File: config.mk
export PLATFORM = sky130hd
export DESIGN_NAME = irq_dist
export DESIGN_NICKNAME = d
export VERILOG_FILES = /design/src/rtl/irq_dist_pkg.sv /design/src/rtl/irq_dist_bank.sv /design/src/rtl/irq_dist_line.sv /design/src/rtl/irq_dist.sv
export SDC_FILE = /design/constraint.sdc
export NUM_CORES = 1
export LEC_CHECK = 0
export ABC_AREA = 1
export BUFFER_PORTS_ARGS = -buffer_cell sky130_fd_sc_hd__buf_4
export CORE_ASPECT_RATIO = 1.1
export CORE_MARGIN = 2
export CORE_UTILIZATION = 45
export CTS_CLUSTER_DIAMETER = 40
export CTS_CLUSTER_SIZE = 28
export DETAILED_ROUTE_END_ITERATION = 7
export GPL_ROUTABILITY_DRIVEN = 0
export GPL_TIMING_DRIVEN = 0
export PLACE_DENSITY = 0.67
export SLEW_MARGIN = 25
export SYNTH_ARGS = -nofsm -noshare
export SYNTH_HDL_FRONTEND = slang
export SYNTH_HIERARCHICAL = 1
export SYNTH_SLANG_ARGS = --single-unit
File: constraint.sdc
create_clock -name clk_i -period 3.1 [get_ports clk_i]
set_input_delay 0.465 -clock clk_i [delete_from_list [all_inputs] [get_ports clk_i]]
set_output_delay 0.465 -clock clk_i [all_outputs]
set_load 0.01 [all_outputs]
File: src/rtl/irq_dist_pkg.sv
package irq_dist_pkg;
  localparam int unsigned AW = 9;
  localparam logic [AW-1:0] A_CTRL  = 9'h000;
  localparam logic [AW-1:0] A_TYPE  = 9'h001;
  localparam logic [AW-1:0] A_SWI   = 9'h002;
  localparam logic [AW-1:0] A_ENSET = 9'h020;
  localparam logic [AW-1:0] A_ENCLR = 9'h040;
  localparam logic [AW-1:0] A_CFG   = 9'h080;
  localparam logic [AW-1:0] A_TARG  = 9'h100;
  localparam int unsigned PRIV_IDS = 32;
  localparam int unsigned SWI_IDS  = 16;
endpackage

File: src/rtl/irq_dist_bank.sv
module irq_dist_bank (
  input  logic        clk_i,
  input  logic        rst_ni,
  input  logic        dist_en_i,
  input  logic [31:0] en_set_i,
  input  logic [31:0] en_clr_i,
  input  logic [15:0] sgi_set_i,
  input  logic [15:0] ppi_i,
  input  logic [15:0] ppi_edge_i,
  input  logic        ack_i,
  input  logic [4:0]  ack_id_i,
  output logic [31:0] en_o,
  output logic        req_o
);
  logic [31:0] en_q, ack_m;
  logic [15:0] sgi_q, ppi_q, lat_q, ppi_pend;

  assign ack_m = ack_i ? (32'd1 << ack_id_i) : 32'd0;

  always_ff @(posedge clk_i or negedge rst_ni) begin
    if (!rst_ni) begin
      en_q  <= '0;
      sgi_q <= '0;
      ppi_q <= '0;
      lat_q <= '0;
    end else begin
      en_q  <= (en_q | en_set_i) & ~en_clr_i;
      sgi_q <= (sgi_q & ~ack_m[15:0]) | sgi_set_i;
      ppi_q <= ppi_i;
      // edges seen while disabled are dropped
      lat_q <= ppi_edge_i & ((ppi_i & ~ppi_q & {16{dist_en_i}}) | (lat_q & ~ack_m[31:16]));
    end
  end

  assign ppi_pend = (ppi_edge_i & lat_q) | (~ppi_edge_i & ppi_i);
  assign en_o  = en_q;
  assign req_o = dist_en_i & (|({ppi_pend, sgi_q} & en_q));

  a_r8_swi_ack: assert property (@(posedge clk_i) disable iff (!rst_ni)
    (ack_i && ack_id_i < 5'd16 && sgi_set_i == '0)
      |=> ((sgi_q & $past(16'd1 << ack_id_i[3:0])) == '0));

  a_r4_en_set: assert property (@(posedge clk_i) disable iff (!rst_ni)
    (|en_set_i) |=> ((en_o & $past(en_set_i & ~en_clr_i)) == $past(en_set_i & ~en_clr_i)));
endmodule

File: src/rtl/irq_dist_line.sv
module irq_dist_line #(
  parameter int unsigned NUM_CPU = 4
) (
  input  logic               clk_i,
  input  logic               rst_ni,
  input  logic               dist_en_i,
  input  logic               line_i,
  input  logic               en_set_i,
  input  logic               en_clr_i,
  input  logic               targ_we_i,
  input  logic [NUM_CPU-1:0] targ_i,
  input  logic               cfg_we_i,
  input  logic               cfg_edge_i,
  input  logic               ack_i,
  output logic               en_o,
  output logic               edge_o,
  output logic [NUM_CPU-1:0] targ_o,
  output logic [NUM_CPU-1:0] req_o
);
  logic en_q, edge_q, line_q, lat_q, pend;
  logic [NUM_CPU-1:0] targ_q;

  always_ff @(posedge clk_i or negedge rst_ni) begin
    if (!rst_ni) begin
      en_q   <= 1'b0;
      edge_q <= 1'b0;
      line_q <= 1'b0;
      lat_q  <= 1'b0;
      targ_q <= '0;
    end else begin
      en_q   <= (en_q | en_set_i) & ~en_clr_i;
      line_q <= line_i;
      lat_q  <= edge_q & ((line_i & ~line_q & dist_en_i) | (lat_q & ~ack_i));
      if (cfg_we_i)  edge_q <= cfg_edge_i;
      if (targ_we_i) targ_q <= targ_i;
    end
  end

  assign pend   = edge_q ? lat_q : line_i;
  assign req_o  = {NUM_CPU{dist_en_i & en_q & pend}} & targ_q;
  assign en_o   = en_q;
  assign edge_o = edge_q;
  assign targ_o = targ_q;

  a_r3_clr_wins: assert property (@(posedge clk_i) disable iff (!rst_ni)
    en_clr_i |=> !en_o);

  a_r11_latch_src: assert property (@(posedge clk_i) disable iff (!rst_ni)
    $rose(lat_q) |-> $past(dist_en_i && line_i));

  a_r11_latch_hold: assert property (@(posedge clk_i) disable iff (!rst_ni)
    (lat_q && edge_q && !ack_i && !cfg_we_i) |=> lat_q);
endmodule

File: src/rtl/irq_dist.sv
module irq_dist
  import irq_dist_pkg::*;
#(
  parameter int unsigned NUM_IRQ = 64,
  parameter int unsigned NUM_CPU = 4,
  localparam int unsigned CPU_W  = (NUM_CPU > 1) ? $clog2(NUM_CPU) : 1,
  localparam int unsigned ID_W   = $clog2(NUM_IRQ)
) (
  input  logic                    clk_i,
  input  logic                    rst_ni,
  input  logic                    req_i,
  input  logic                    we_i,
  input  logic [AW-1:0]           addr_i,
  input  logic [CPU_W-1:0]        cpu_i,
  input  logic [31:0]             wdata_i,
  output logic [31:0]             rdata_o,
  input  logic [NUM_IRQ-33:0]     spi_i,
  input  logic [NUM_CPU*16-1:0]   ppi_i,
  input  logic                    ack_i,
  input  logic [CPU_W-1:0]        ack_cpu_i,
  input  logic [ID_W-1:0]         ack_id_i,
  output logic [NUM_CPU-1:0]      irq_o
);
  localparam int unsigned NUM_SH    = NUM_IRQ - PRIV_IDS;
  localparam int unsigned EN_WORDS  = NUM_IRQ / 32;
  localparam int unsigned CFG_WORDS = NUM_IRQ / 16;
  localparam int unsigned TG_WORDS  = NUM_IRQ / 4;
  localparam int unsigned CTRL_B  = 32'(A_CTRL);
  localparam int unsigned TYPE_B  = 32'(A_TYPE);
  localparam int unsigned SWI_B   = 32'(A_SWI);
  localparam int unsigned ENSET_B = 32'(A_ENSET);
  localparam int unsigned ENCLR_B = 32'(A_ENCLR);
  localparam int unsigned CFG_B   = 32'(A_CFG);
  localparam int unsigned TARG_B  = 32'(A_TARG);

  logic              wr, rd, dist_en_q;
  int unsigned       a_w;
  logic [15:0]       cfg_pp_q;
  logic [31:0]       bank_en [NUM_CPU];
  logic [NUM_CPU-1:0] bank_req;
  logic [NUM_SH-1:0]  sh_en, sh_edge;
  logic [NUM_CPU-1:0] sh_targ [NUM_SH];
  logic [NUM_CPU-1:0] line_req [NUM_SH];
  logic [2*NUM_IRQ-1:0] cfg_full;
  logic [8*NUM_SH-1:0]  targ_full;

  assign wr  = req_i & we_i;
  assign rd  = req_i & ~we_i;
  assign a_w = 32'(addr_i);

  always_ff @(posedge clk_i or negedge rst_ni) begin
    if (!rst_ni) begin
      dist_en_q <= 1'b0;
      cfg_pp_q  <= '0;
    end else if (wr) begin
      if (a_w == CTRL_B) dist_en_q <= wdata_i[0];
      if (a_w == CFG_B + 1) begin
        for (int i = 0; i < 16; i++) cfg_pp_q[i] <= wdata_i[2*i+1];
      end
    end
  end

  // private banks, one per CPU interface
  for (genvar c = 0; c < NUM_CPU; c++) begin : g_bank
    logic        sel, ack_c;
    logic [31:0] set_m, clr_m;
    logic [15:0] sgi_m;
    assign sel   = (cpu_i == CPU_W'(c));
    assign set_m = (wr && sel && a_w == ENSET_B) ? wdata_i : 32'd0;
    assign clr_m = (wr && sel && a_w == ENCLR_B) ? wdata_i : 32'd0;
    assign sgi_m = (wr && a_w == SWI_B && wdata_i[16+c]) ? (16'd1 << wdata_i[3:0]) : 16'd0;
    assign ack_c = ack_i && ack_cpu_i == CPU_W'(c) && ack_id_i < ID_W'(PRIV_IDS);
    irq_dist_bank u_bank (
      .clk_i      (clk_i),
      .rst_ni     (rst_ni),
      .dist_en_i  (dist_en_q),
      .en_set_i   (set_m),
      .en_clr_i   (clr_m),
      .sgi_set_i  (sgi_m),
      .ppi_i      (ppi_i[c*16 +: 16]),
      .ppi_edge_i (cfg_pp_q),
      .ack_i      (ack_c),
      .ack_id_i   (ack_id_i[4:0]),
      .en_o       (bank_en[c]),
      .req_o      (bank_req[c])
    );
  end

  // shared lines, one slice per interrupt ID
  for (genvar j = 0; j < NUM_SH; j++) begin : g_line
    localparam int unsigned ID = j + PRIV_IDS;
    irq_dist_line #(.NUM_CPU(NUM_CPU)) u_line (
      .clk_i      (clk_i),
      .rst_ni     (rst_ni),
      .dist_en_i  (dist_en_q),
      .line_i     (spi_i[j]),
      .en_set_i   (wr && a_w == ENSET_B + ID/32 && wdata_i[ID%32]),
      .en_clr_i   (wr && a_w == ENCLR_B + ID/32 && wdata_i[ID%32]),
      .targ_we_i  (wr && a_w == TARG_B + ID/4),
      .targ_i     (wdata_i[8*(ID%4) +: NUM_CPU]),
      .cfg_we_i   (wr && a_w == CFG_B + ID/16),
      .cfg_edge_i (wdata_i[2*(ID%16)+1]),
      .ack_i      (ack_i && ack_id_i == ID_W'(ID)),
      .en_o       (sh_en[j]),
      .edge_o     (sh_edge[j]),
      .targ_o     (sh_targ[j]),
      .req_o      (line_req[j])
    );
  end

  always_comb begin
    logic [NUM_CPU-1:0] acc;
    acc = '0;
    for (int j = 0; j < NUM_SH; j++) acc = acc | line_req[j];
    irq_o = acc | bank_req;
  end

  always_comb begin
    cfg_full  = '0;
    targ_full = '0;
    for (int i = 0; i < 16; i++) cfg_full[2*i +: 2] = 2'b10;
    for (int i = 0; i < 16; i++) cfg_full[2*(i+16) +: 2] = {cfg_pp_q[i], 1'b0};
    for (int j = 0; j < NUM_SH; j++) begin
      cfg_full[2*(j+PRIV_IDS) +: 2] = {sh_edge[j], 1'b0};
      targ_full[8*j +: 8] = 8'(sh_targ[j]);
    end
  end

  always_comb begin
    logic [31:0] own_en;
    logic [7:0]  own_b;
    int unsigned k;
    own_en = '0;
    for (int c = 0; c < NUM_CPU; c++) if (cpu_i == CPU_W'(c)) own_en = bank_en[c];
    own_b   = 8'd1 << cpu_i;
    k       = 0;
    rdata_o = '0;
    if (rd) begin
      if (a_w == CTRL_B) begin
        rdata_o = {31'd0, dist_en_q};
      end else if (a_w == TYPE_B) begin
        rdata_o = 32'(EN_WORDS - 1);
      end else if ((a_w >= ENSET_B && a_w < ENSET_B + EN_WORDS) ||
                   (a_w >= ENCLR_B && a_w < ENCLR_B + EN_WORDS)) begin
        k = (a_w >= ENCLR_B) ? a_w - ENCLR_B : a_w - ENSET_B;
        rdata_o = (k == 0) ? own_en : 32'(sh_en[(k-1)*32 +: 32]);
      end else if (a_w >= CFG_B && a_w < CFG_B + CFG_WORDS) begin
        k = a_w - CFG_B;
        rdata_o = cfg_full[k*32 +: 32];
      end else if (a_w >= TARG_B && a_w < TARG_B + TG_WORDS) begin
        k = a_w - TARG_B;
        rdata_o = (k < 8) ? {4{own_b}} : targ_full[(k-8)*32 +: 32];
      end
    end
  end

  a_r10_gate_off: assert property (@(posedge clk_i) disable iff (!rst_ni)
    !dist_en_q |-> (irq_o == '0));

  a_r4_cpu_idx: assert property (@(posedge clk_i) disable iff (!rst_ni)
    req_i |-> (32'(cpu_i) < NUM_CPU));
endmodule

---- Word-level counts from Yosys, hierarchy flattened ----
Index checks and enable logic that the tools add are counted.
cells by class
  add/sub/neg operators ................... 6
  magnitude comparators ................... 10
  equality and inequality tests ........... 55
  shift-type cells ........................ 6
  mux-type cells .......................... 61
  bitwise logic cells ..................... 524
  reduce and logical (&&, ||, !) cells .... 148
operators with widths
  operator                number
  $mux W32                25
  $and A16 B16 Y16        28
  $and A32 B32 Y32        8
  $shiftx A256 B33 Y32    1
  $and A1 B1 Y1           230
  $not A16 Y16            13
  $eq A6 B6 Y1 const B    32
  $or A16 B16 Y16         12
  $logic_and A1 B1 Y1     137
  $and A4 B4 Y4           32
  $not A32 Y32            4
  $or A32 B32 Y32         4
  $or A4 B4 Y4            32
  $reduce_or A32 Y1       4
  $shiftx A128 B33 Y32    1
  $not A1 Y1              97
  $eq A9 B9 Y1 const B    8
  $logic_not A32 Y1       2
  $mux W16                4
  $or A1 B1 Y1            64
  $shiftx A32 B33 Y32     1
  $lt A32 B4 Y1 const B   1
  $mux W1                 32
  $shl A1 B5 Y32 const A  1
  other kinds (27)        37
storage, ports and cells
  flip-flop bits (word level) ............. 593
  input bits .............................. 152
  output and inout port bits .............. 36

---- Depth between registers and ports, before layout ----
  depth after elaboration ................. 35
  gate-level depth with buffers ........... 15
  gate-level depth less buffers ........... 13

---- Cells and area by module ----
The synthesis kept the hierarchy.
by module, submodules not included
  module         instances  cells each  area each (µm²)  sequential area each (µm²)
  irq_dist_bank  4          394         3,335.7          2,001.9
  irq_dist_line  32         40          336.6            200.2
  irq_dist       1          1,551       7,191.9          425.4

---- Worst setup path after synthesis ----
No wires, ideal clock.
  path kind ............................... in2out
  from .................................... input addr_i[1]
  to ...................................... output rdata_o[12]
  data arrival time ....................... 2.179 ns
  data required time ...................... 2.635 ns
  slack ................................... 0.456 ns
  stages .................................. 14
  buffers on the path ..................... 4
  path through ............................ buf_4 > inv_1 > buf_2 > buf_2 > ha_1 > nand2_1 > o21bai_1 > nand2_1 > nand2_4 > nand2_4 > inv_4 > buf_6 > nand2_1 > nor2_1
between the ends
  longest elaborated chain between the ends .. 10
  elaborated cells between the ends (all ways) .. 35
  classes of those cells .................. add/sub: 6; order compare: 9; eq/ne: 1; shift: 3; mux: 9; reduce/logical: 7
RTL lines
  item                  RTL line         source
  start, declared       irq_dist.sv:13   input logic [AW-1:0] addr_i,
  $sub A9 B9 Y10        irq_dist.sv:151  k = a_w - TARG_B;
  $sub A10 B5 Y11       irq_dist.sv:152  rdata_o = (k < 8) ? {4{own_b}} : targ_full[(k-8)*32 +: 32];
  $shiftx A256 B33 Y32  irq_dist.sv:152
  $mux W32              irq_dist.sv:152
  $mux W32              irq_dist.sv:150  end else if (a_w >= TARG_B && a_w < TARG_B + TG_WORDS) begin
  $mux W32              irq_dist.sv:147  end else if (a_w >= CFG_B && a_w < CFG_B + CFG_WORDS) begin
  $mux W32              irq_dist.sv:143  end else if ((a_w >= ENSET_B && a_w < ENSET_B + EN_WORDS) ||
  $mux W32              irq_dist.sv:141  end else if (a_w == TYPE_B) begin
  $mux W32 (*)          irq_dist.sv:139  if (a_w == CTRL_B) begin
  $mux W32 (*)          irq_dist.sv:138  if (rd) begin
  end, declared         irq_dist.sv:16   output logic [31:0] rdata_o,
Every way passes the cells marked *; elsewhere a longest branch is shown, timed or not.

==> flow_summary.json <==
{
  "status": "complete, but fails checks",
  "violations": "negative setup slack",
  "die_area_sq_um": 71700,
  "worst_slew_pin_slew_ns": 0.939,
  "cellLeakagePower_nw": 20.1,
  "port_buffers": 187,
  "finalCritPeriodShare": 1.16,
  "cts_root_buffer": "clkbuf_16",
  "yosys.area.top_type": "dfrtp_1",
  "antenna_found_initial": 0,
  "crit_path_max_fanout": 32,
  "vias": 32486,
  "cts_tree": "built",
  "vias_per_cell": 5.54,
  "yosysTopAreaCellShare": 0.474,
  "path_clk_slew_ns": 0.06,
  "finalWirelength_mm": 133,
  "place_ws_ns": -0.894,
  "area_delta_synth_final_pct": 27.0,
  "die_y_um": 281,
  "dp.cells": 5532,
  "synthArstFlopShare": 1.00,
  "ys_types": 41,
  "fillers": 6382,
  "power_density_nw_per_um2": 542,
  "hp-class": "input pin to flip-flop",
  "worstPathArrival_ns": 3.12,
  "htreeDepth": 3,
  "drive_gt1_frac": 0.158,
  "rows": 101,
  "start_util": 0.454,
  "finalWorstSetupSlack_ns": -0.485,
  "postSynthNetCount": 4572,
  "drtAntennaViolNets": 0,
  "worstSetupStartpoint": "dist_en_q$_DFFE_PN0P_",
  "syn-instance-count": 4407,
  "final_util": 0.576,
  "slew_headroom": 0.368,
  "drc_errors": 0,
  "wire_per_inst_um": 22.6,
  "fin_skew_ns": 0.0346,
  "grt_pass1_vias": 30552,
  "first_iter_violations": 3728,
  "grt_pass1_wl_mm": 191,
  "ir_drop_v": 0.000468,
  "synth_area_sq_um": 31300,
  "io_pins": 188,
  "grt_max_degree": 88,
  "antenna_cells": 0,
  "synthFlopType": "dfrtp_1",
  "yosysSeqAreaShare": 0.474,
  "final_cells": 5863,
  "hpwl_mm": 96.9,
  "drv_slew": 0,
  "reg2reg_to": "g_bank[1].u_bank/lat_q[10]$_DFF_PN0_",
  "cts_sinks": 593,
  "crit-reg2reg-launch": "dist_en_q$_DFFE_PN0P_",
  "power.total_mw": 21.5,
  "grt_use_total": 0.361,
  "final_nets": 5015,
  "rr_worst_depth": 3,
  "timing.fmax_ghz": 0.279,
  "drv_cap": 0,
  "drt_pre_antenna_iters": 7,
  "cts_made_buffers": 101,
  "synth_area_leaders": "dfrtp_1 (47%), nor2_1 (14%), nand2_1 (13%)",
  "seqCellArea_sq_um": 14900,
  "avgSynthCellArea_sq_um": 7.10,
  "final_cell_area_sq_um": 39800,
  "die_w_um": 255,
  "multi_input_area_sq_um": 14400,
  "required_ns": 2.63,
  "dpl_cell_area_sq_um": 34200,
  "yosys_register_bits": 593,
  "ys_warn_count": 6,
  "endpoint": "irq_o[0]",
  "crit_path_end_kind": "output port",
  "synth_edf_count": 0,
  "critPathKind": "flip-flop to output port",
  "gr-total-overflow": 0,
  "rsz0062_at_grt": "true",
  "layout_min_cycle_time_ns": 3.59,
  "hold_viol": 0,
  "cts.path.max_buffers": 3,
  "core_sq_um": 69000,
  "reg2reg_setup_slack_ns": 1.66,
  "setup_violations": 4,
  "cp-start-kind": "flip-flop",
  "clock_latency_ns": 0.68
}
[layer usage]
layer | global-route usage | vias to the layer above | share of wire
met5 | 0 | - | 0
met4 | 0.303 | 0 | 0.098
met3 | 0.0925 | 546 | 0.10
met2 | 0.566 | 1985 | 0.44
met1 | 0.417 | 15181 | 0.36
li1 | - | 14774 | -
[worst max-delay path, stage by stage (launching register included)]
cell     delay (ns)
dfrtp_4        0.55
buf_12         0.22
nand2_1        0.09
inv_1          0.06
nand2_2        0.13
nor2_1         0.08
nor4_2         0.29
nand4_1        0.43
nor2_2         0.27
nand3_2        0.15
buf_6          0.17
[through the flow]
stage                     hold slack, ns  TNS (ns)
final                             0.0306     -1.05
after global routing              0.0419     -1.49
after CTS                         0.0147    -0.587
after detailed placement           0.403    -63.01
after global placement             0.421  -3253.80
after floorplan                    0.169         0
[how the worst min path moves through the flow]
stage                                         start                                    to  depth (start not counted)
3_5_place_dp                                 rst_ni     g_line[1].u_line/line_q$_DFF_PN0_                          1
3_3_place_gp   g_bank[2].u_bank/ppi_q[14]$_DFF_PN0_  g_bank[2].u_bank/lat_q[14]$_DFF_PN0_                          1
5_1_grt                                 wdata_i[15]   g_line[7].u_line/edge_o$_DFFE_PN0P_                          3
2_1_floorplan                                rst_ni               cfg_pp_q[0]$_DFFE_PN0P_                          0
6_report                                wdata_i[15]   g_line[7].u_line/edge_o$_DFFE_PN0P_                          3
4_1_cts                                 wdata_i[15]   g_line[7].u_line/edge_o$_DFFE_PN0P_                          3
[what timing repair did]
action | in CTS | in global routing
pin swaps | 10 | 19
endpoints found under the setup margin | 36 | 35
hold endpoints to repair | 138 | 0
gates resized for setup | 121 | 78
setup buffers | 31 | 19
hold buffers | 97 | 0
[cell usage in the layout (no fill, tap or decap), drive strengths merged]
cell         Yosys  layout
nand3          180     180
o21bai           1       1
nand3b           5       5
clkinvlp         0      12
inv            485     501
buf             48     293
o32ai           64      64
ha              13      13
dlygate4sd3      0      97
dfrtp          593     593
o22ai            6       6
clkbuf          91     216
nor2          1159    1159
nor3            25      25
a211oi           3       3
o221ai           8       8
o21a             1       1
a21oi           61      61
and2             1       1
nor4            33      33
nand4           40      40
o21ai          374     374
or2              6       6
bufinv           0       9
nand2         1157    1157
o211ai          23      23
clkinv          22      47
a31oi            8       8
[cells in the mapped netlist (5+ instances only)]
cell type	instances
nor3_1	8
inv_1	435
a21oi_1	61
buf_2	42
nand4_1	39
clkbuf_1	87
nand2_2	99
nand2_1	1055
nor3_2	17
o22ai_1	6
ha_1	13
o21ai_0	336
o21ai_1	38
o32ai_1	64
nand3b_1	5
o211ai_1	23
nor2_2	5
clkinv_1	22
a31oi_1	8
nor4_1	32
inv_2	48
o221ai_1	8
nand3_1	178
or2_2	6
dfrtp_1	593
nor2_1	1151
[power by group]
| part | switching [mW] | internal [mW] |
|---|---|---|
| combinational | 1.32 | 0.575 |
| sequential | 0.125 | 7.95 |
| clock | 4.36 | 7.21 |
| total | 5.80 | 15.7 |
[kinds of logic (layout without fill, tap and decap cells)]
| kind of cell | count (synthesis) | after routing | share of synthesized area |
|---|---|---|---|
| compound gates | 549 | 549 | 0.0992 |
| buf+inv | 646 | 1175 | 0.0802 |
| simple gates | 2606 | 2606 | 0.341 |
| flops | 593 | 593 | 0.474 |
| fa+ha+maj | 13 | 13 | 0.00520 |
[registers in the layout (all words and copies together), names as in the netlist]
signal,flops
g_line.u_line/lat_q,32
g_bank.u_bank/en_o,128
g_line.u_line/line_q,32
cfg_pp_q,16
g_line.u_line/en_o,32
g_bank.u_bank/lat_q,64
dist_en_q,1
g_bank.u_bank/ppi_q,64
g_line.u_line/targ_o,128
g_line.u_line/edge_o,32
g_bank.u_bank/sgi_q,64
[area by class of cell]
cell class              count  area share
clock buffers             127      0.0698
inverters                 507      0.0485
well taps                 927      0.0292
multi-input cells        3168       0.362
repair buffers            345      0.0797
clock inverters            62      0.0194
flip-flops and latches    593       0.375
plain buffers             134      0.0165
Note: power is estimated with default switching activity, not from simulation.
